==> src/rtl/ldfmt_pkg.sv <==
package ldfmt_pkg;

  // Access size codes as seen on the acc_size port.
  typedef enum logic [1:0] {
    SZ_BYTE = 2'd0,
    SZ_HALF = 2'd1,
    SZ_WORD = 2'd2,
    SZ_WIDE = 2'd3
  } acc_size_e;

  // Extension applied to the (possibly pre-shifted) container.
  typedef enum logic [2:0] {
    EXT_NONE = 3'd0,
    EXT_ZB   = 3'd1,
    EXT_SB   = 3'd2,
    EXT_ZH   = 3'd3,
    EXT_SH   = 3'd4
  } ext_mode_e;

  localparam int unsigned BYTE_W = 8;
  localparam int unsigned HALF_W = 16;

endpackage

==> src/rtl/ldfmt_decode.sv <==
module ldfmt_decode
  import ldfmt_pkg::*;
#(
  parameter int unsigned DATA_W = 32,
  localparam int unsigned LANES = DATA_W / BYTE_W,
  localparam int unsigned AW    = $clog2(LANES)
) (
  input  logic [AW-1:0] addr_lo,
  input  logic [1:0]    acc_size,
  input  logic          is_signed,
  input  logic          new_variant,
  output ext_mode_e     ext_mode,
  output logic          take_upper,
  output logic [AW-1:0] rot_amt,
  output logic          word_misaligned,
  output logic          half_rotated,
  output logic          half_degraded,
  output logic          half_forced
);

  acc_size_e size_q;
  logic      odd_byte;

  assign size_q   = acc_size_e'(acc_size);
  assign odd_byte = addr_lo[0];

  always_comb begin
    ext_mode   = EXT_NONE;
    take_upper = 1'b0;
    rot_amt    = '0;
    unique case (size_q)
      SZ_BYTE: begin
        ext_mode = is_signed ? EXT_SB : EXT_ZB;
      end
      SZ_HALF: begin
        if (is_signed) begin
          if (!new_variant && odd_byte) begin
            take_upper = 1'b1;
            ext_mode   = EXT_SB;
          end else begin
            ext_mode   = EXT_SH;
          end
        end else begin
          ext_mode = EXT_ZH;
          rot_amt  = new_variant ? '0 : AW'(odd_byte);
        end
      end
      default: begin
        rot_amt = addr_lo;
      end
    endcase
  end

  // Named events for the checker.
  assign word_misaligned = (size_q == SZ_WORD || size_q == SZ_WIDE) && (addr_lo != '0);
  assign half_rotated    = (size_q == SZ_HALF) && !is_signed && !new_variant && odd_byte;
  assign half_degraded   = (size_q == SZ_HALF) && is_signed && !new_variant && odd_byte;
  assign half_forced     = (size_q == SZ_HALF) && new_variant && odd_byte;

endmodule

==> src/rtl/ldfmt_extend.sv <==
module ldfmt_extend
  import ldfmt_pkg::*;
#(
  parameter int unsigned DATA_W = 32
) (
  input  logic [DATA_W-1:0] din,
  input  logic              take_upper,
  input  ext_mode_e         ext_mode,
  output logic [DATA_W-1:0] dout
);

  logic [DATA_W-1:0] src;

  function automatic logic [DATA_W-1:0] widen_byte(input logic [DATA_W-1:0] v, input logic sgn);
    logic fill;
    fill = sgn & v[BYTE_W-1];
    return {{(DATA_W-BYTE_W){fill}}, v[BYTE_W-1:0]};
  endfunction

  function automatic logic [DATA_W-1:0] widen_half(input logic [DATA_W-1:0] v, input logic sgn);
    logic fill;
    fill = sgn & v[HALF_W-1];
    return {{(DATA_W-HALF_W){fill}}, v[HALF_W-1:0]};
  endfunction

  // Degraded signed halfword: bring the upper byte down to lane 0.
  assign src = take_upper ? (din >> BYTE_W) : din;

  always_comb begin
    unique case (ext_mode)
      EXT_ZB:  dout = widen_byte(src, 1'b0);
      EXT_SB:  dout = widen_byte(src, 1'b1);
      EXT_ZH:  dout = widen_half(src, 1'b0);
      EXT_SH:  dout = widen_half(src, 1'b1);
      default: dout = src;
    endcase
  end

endmodule

==> src/rtl/ldfmt_rotate.sv <==
module ldfmt_rotate
  import ldfmt_pkg::*;
#(
  parameter int unsigned DATA_W = 32,
  localparam int unsigned LANES = DATA_W / BYTE_W,
  localparam int unsigned AW    = $clog2(LANES)
) (
  input  logic [DATA_W-1:0] din,
  input  logic [AW-1:0]     amt,
  output logic [DATA_W-1:0] dout
);

  // Right rotate by whole bytes: output lane k takes input lane (k+amt) mod LANES.
  for (genvar k = 0; k < LANES; k++) begin : g_lane
    logic [AW-1:0] src_lane;
    assign src_lane = AW'(k) + amt;
    assign dout[k*BYTE_W +: BYTE_W] = din[src_lane*BYTE_W +: BYTE_W];
  end

endmodule

==> src/rtl/ldfmt_outreg.sv <==
module ldfmt_outreg #(
  parameter int unsigned DATA_W = 32
) (
  input  logic              clk,
  input  logic              rst_n,
  input  logic              load_valid,
  input  logic [DATA_W-1:0] next_value,
  output logic              result_valid,
  output logic [DATA_W-1:0] result
);

  always_ff @(posedge clk) begin
    if (!rst_n) begin
      result_valid <= 1'b0;
      result       <= '0;
    end else begin
      result_valid <= load_valid;
      if (load_valid) begin
        result <= next_value;
      end
    end
  end

endmodule

==> src/rtl/ldfmt_align.sv <==
module ldfmt_align
  import ldfmt_pkg::*;
#(
  parameter int unsigned DATA_W = 32,
  localparam int unsigned LANES = DATA_W / BYTE_W,
  localparam int unsigned AW    = $clog2(LANES)
) (
  input  logic              clk,
  input  logic              rst_n,
  input  logic              load_valid,
  input  logic [DATA_W-1:0] raw_data,
  input  logic [AW-1:0]     addr_lo,
  input  logic [1:0]        acc_size,
  input  logic              is_signed,
  input  logic              new_variant,
  output logic              result_valid,
  output logic [DATA_W-1:0] result
);

  ext_mode_e         ext_mode;
  logic              take_upper;
  logic [AW-1:0]     rot_amt;
  logic [DATA_W-1:0] extended;
  logic [DATA_W-1:0] formatted;

  // Event wires brought out for the checker.
  logic word_misaligned;
  logic half_rotated;
  logic half_degraded;
  logic half_forced;

  ldfmt_decode #(.DATA_W(DATA_W)) u_decode (
    .addr_lo         (addr_lo),
    .acc_size        (acc_size),
    .is_signed       (is_signed),
    .new_variant     (new_variant),
    .ext_mode        (ext_mode),
    .take_upper      (take_upper),
    .rot_amt         (rot_amt),
    .word_misaligned (word_misaligned),
    .half_rotated    (half_rotated),
    .half_degraded   (half_degraded),
    .half_forced     (half_forced)
  );

  ldfmt_extend #(.DATA_W(DATA_W)) u_extend (
    .din        (raw_data),
    .take_upper (take_upper),
    .ext_mode   (ext_mode),
    .dout       (extended)
  );

  // Halfwords are extended first and then rotated, as the legacy variant does.
  ldfmt_rotate #(.DATA_W(DATA_W)) u_rotate (
    .din  (extended),
    .amt  (rot_amt),
    .dout (formatted)
  );

  ldfmt_outreg #(.DATA_W(DATA_W)) u_outreg (
    .clk          (clk),
    .rst_n        (rst_n),
    .load_valid   (load_valid),
    .next_value   (formatted),
    .result_valid (result_valid),
    .result       (result)
  );

endmodule

==> config.mk <==
export PLATFORM = sky130hd
export DESIGN_NAME = ldfmt_align
export DESIGN_NICKNAME = d
export VERILOG_FILES = /design/src/rtl/ldfmt_pkg.sv /design/src/rtl/ldfmt_decode.sv /design/src/rtl/ldfmt_extend.sv /design/src/rtl/ldfmt_rotate.sv /design/src/rtl/ldfmt_outreg.sv /design/src/rtl/ldfmt_align.sv
export SDC_FILE = /design/constraint.sdc
export NUM_CORES = 1
export LEC_CHECK = 0
export BUFFER_PORTS_ARGS = -buffer_cell sky130_fd_sc_hd__buf_4
export CAP_MARGIN = 20
export CORE_UTILIZATION = 30
export DETAILED_ROUTE_END_ITERATION = 7
export GPL_TIMING_DRIVEN = 0
export PLACE_DENSITY = 0.52
export SETUP_SLACK_MARGIN = 0.15
export SLEW_MARGIN = 20
export SYNTH_ARGS = -nofsm -noshare
export SYNTH_HDL_FRONTEND = slang
export SYNTH_SLANG_ARGS = --single-unit
export TNS_END_PERCENT = 5
==> constraint.sdc <==
create_clock -name clk -period 1.9 [get_ports clk]
set_clock_uncertainty 0.15 [all_clocks]
set_input_delay 0.38 -clock clk [delete_from_list [all_inputs] [get_ports clk]]
set_output_delay 0.38 -clock clk [all_outputs]
set_load 0.02 [all_outputs]
==> out/metrics.yaml <==
ant_nets: 0
syn2layout_area_growth_pct: 36.9
clockBufferDepth: 2
clock_latency_ps: 290
clock.fmax_mhz: 581
status: "finished, final reports clean"
relSlewSlack: 0.566
numPortBuffers: 71
detail_route.wl_per_cell_um: 17.2
synth-seq-cells: 33
syn_area_per_cell_um2: 8.24
antenna_found_initial: 0
final-setup-viol-count: 0
fin_nets: 377
drt_wl_total_um: 7460
crit_required_ps: 1930
die_w_um: 86.2
htreeDepth: 2
synth_flop_cell: "dfxtp_1"
firstDrtPassIters: 4
min_from: "raw_data[1]"
drt_iter0_markers: 137
drc_errors: 0
post_cts_buffers: 0
critPathLaunch: "rst_n"
maxCapViolations: 0
arrival_ps: 1750
die_h_um: 86.2
hp-class: "in2reg"
p_int_w: 0.00134
synth_edf_count: 0
cp-start-kind: "primary input"
crit_slowest_cell: "buf_1"
ys_seq_area_frac: 0.311
via_per_inst: 5.30
grt_first_pass_wirelength_um: 11700
crit_fanout: 10
final_max_slew_viol_count: 0
layout-drive-gt1-share: 0.347
netlist_area_mm2: 0.00213
cts_tree: "yes"
yosysUniqueCellTypes: 37
worstSetupPathType: "in2reg"
hpwlAfterDp_um: 5820
cts_inserted_buffers: 5
p_leak_nw: 1.28
start_util: 0.311
grt_pass1_vias: 2196
dr_total_vias: 2296
period_share: 0.905
cts_root_buf: "clkbuf_8"
whs_ps: 277
comb_power_share: 0.316
final.min_clock_period_ps: 1720
power.density_mw_per_mm2: 685
final.setup.tns_ps: 0
cts_sinks: 33
io-pin-count: 74
rows: 30
critPathCaptureType: "register"
dieArea_mm2: 0.00743
clkTransAtPathRegs_ps: 80
synth_warnings: 0
synth_fp_nets: 299
grt.total_usage: 0.207
grt.overflow.total: 0
finalHoldViolations: 0
pwr-share-clk: 0.294
async_flop_share: 0
synthCells: 258
switching_power_w: 0.000653
diodes: 0
grt_max_degree: 11
rsz0062_at_grt: "true"
ir_drop_uv: 359
crit_path_max_incr_delay_ps: 550
crit_family: "buffers and inverters"
tightestPinTransition_ps: 650
p_total_w: 0.00200
nFillCells: 737
gp_congestion: 0.847
path_cells: "clkbuf_1 -> nand2_1 -> buf_1 -> a31oi_1 -> a32o_1"
crit_buf_inv: 2
core_mm2: 0.00683
switching_share: 0.327
placed_area_mm2: 0.00278
r2r-start: "u_outreg.result[28]"
final_area_mm2: 0.00291
p_seq_frac: 0.390
metal layers:
metal  routed length (um)  share of wire  up-vias  global-route usage
li1                     -              -     1130                   -
met2                 3310           0.44       89               0.326
met1                 3600           0.48     1061               0.289
met4                  123          0.016        0              0.0576
met5                    0              0        -                   0
met3                  415          0.056       16              0.0371
Yosys cell counts, drive strengths merged, types with 8 or more instances:
| master | number | area, um2 |
|---|---|---|
| a31oi | 18 | 113 |
| a21oi | 10 | 61.3 |
| o21ai | 12 | 63.8 |
| a32o | 9 | 90.1 |
| clkbuf | 11 | 41.3 |
| buf | 11 | 83.8 |
| o311ai | 8 | 70.1 |
| mux2i | 17 | 170 |
| nor2 | 17 | 63.8 |
| dfxtp | 33 | 661 |
| nand3 | 23 | 115 |
| nand2 | 42 | 158 |
worst paths after layout:
path / endpoint / slack, ps / cells past startpoint
worst max register to register: u_outreg.result[28] / 920 / 3
worst min-delay path: u_outreg.result[1] / 280 / 4
worst min register to register: u_outreg.result[18] / 320 / 2
worst max-delay path: u_outreg.result[5] / 180 / 5
registers in the layout, summed over array words and instances, names as in the netlist:
| name | flops |
|---|---|
| u_outreg.result | 32 |
| u_outreg.result_valid | 1 |
layout by cell type, fill, tap and decap left out, drive strengths merged, types with 7 or more instances in the layout:
cell | Yosys | layout
o32a | 7 | 7
clkbuf | 11 | 18
o311ai | 8 | 8
mux2i | 17 | 17
a211oi | 7 | 7
mux2 | 7 | 7
o31ai | 7 | 7
o21ai | 12 | 12
a32o | 9 | 9
a21oi | 10 | 10
a31oi | 18 | 18
buf | 11 | 82
dfxtp | 33 | 33
nand3 | 23 | 23
nand2 | 42 | 42
nor2 | 17 | 17
metrics by stage:
step	utilization	instances	setup WS [ps]
4_1_cts	0.422	433	61.2
5_1_grt	0.426	433	102
2_1_floorplan	-	258	243
3_5_place_dp	0.407	425	-236
3_3_place_gp	0.407	425	-253
6_report	0.426	433	180
repair_timing:
item / 4_1_cts / 5_1_grt
resized for setup: 1 / 14
hold buffers: 0 / 0
gates cloned: 0 / 0
setup endpoints to repair: 3 / 22
power groups by stage:
stage | Sequential, W | Combinational, W | Clock [W]
global route | 0.000783 | 0.000682 | 0.000626
floorplan | 0.000857 | 0.000288 | 0
global placement | 0.000793 | 0.000617 | 0
CTS | 0.000777 | 0.000617 | 0.000600
detailed placement | 0.000793 | 0.000614 | 0
finish | 0.000777 | 0.000630 | 0.000587
cell families (layout without fill, tap and decap cells):
group / Yosys count / count (layout) / share of synthesized area
simple gates: 91 / 91 / 0.190
compound gates: 83 / 83 / 0.309
flops: 33 / 33 / 0.311
mux: 24 / 24 / 0.117
buf+inv: 26 / 105 / 0.0659
xor+xnor: 1 / 1 / 0.00765
cell type report:
| cell class | instances | area, um2 | area share |
|---|---|---|---|
| multi-input cells | 199 | 1360 | 0.465 |
| flip-flops and latches | 33 | 661 | 0.227 |
| repair buffers | 71 | 533 | 0.183 |
| plain buffers | 22 | 126 | 0.0434 |
| well taps | 96 | 120 | 0.0413 |
| clock buffers | 7 | 96.3 | 0.0331 |
| inverters | 4 | 15.0 | 0.00516 |
| clock inverters | 1 | 5.00 | 0.00172 |
worst reg2reg max path, stage by stage (launching register included):
cell     delay, ps
dfxtp_1        320
and3_1         160
a31oi_1        120
o21ai_0         90
No activity file was read; power rests on OpenSTA's default activity.
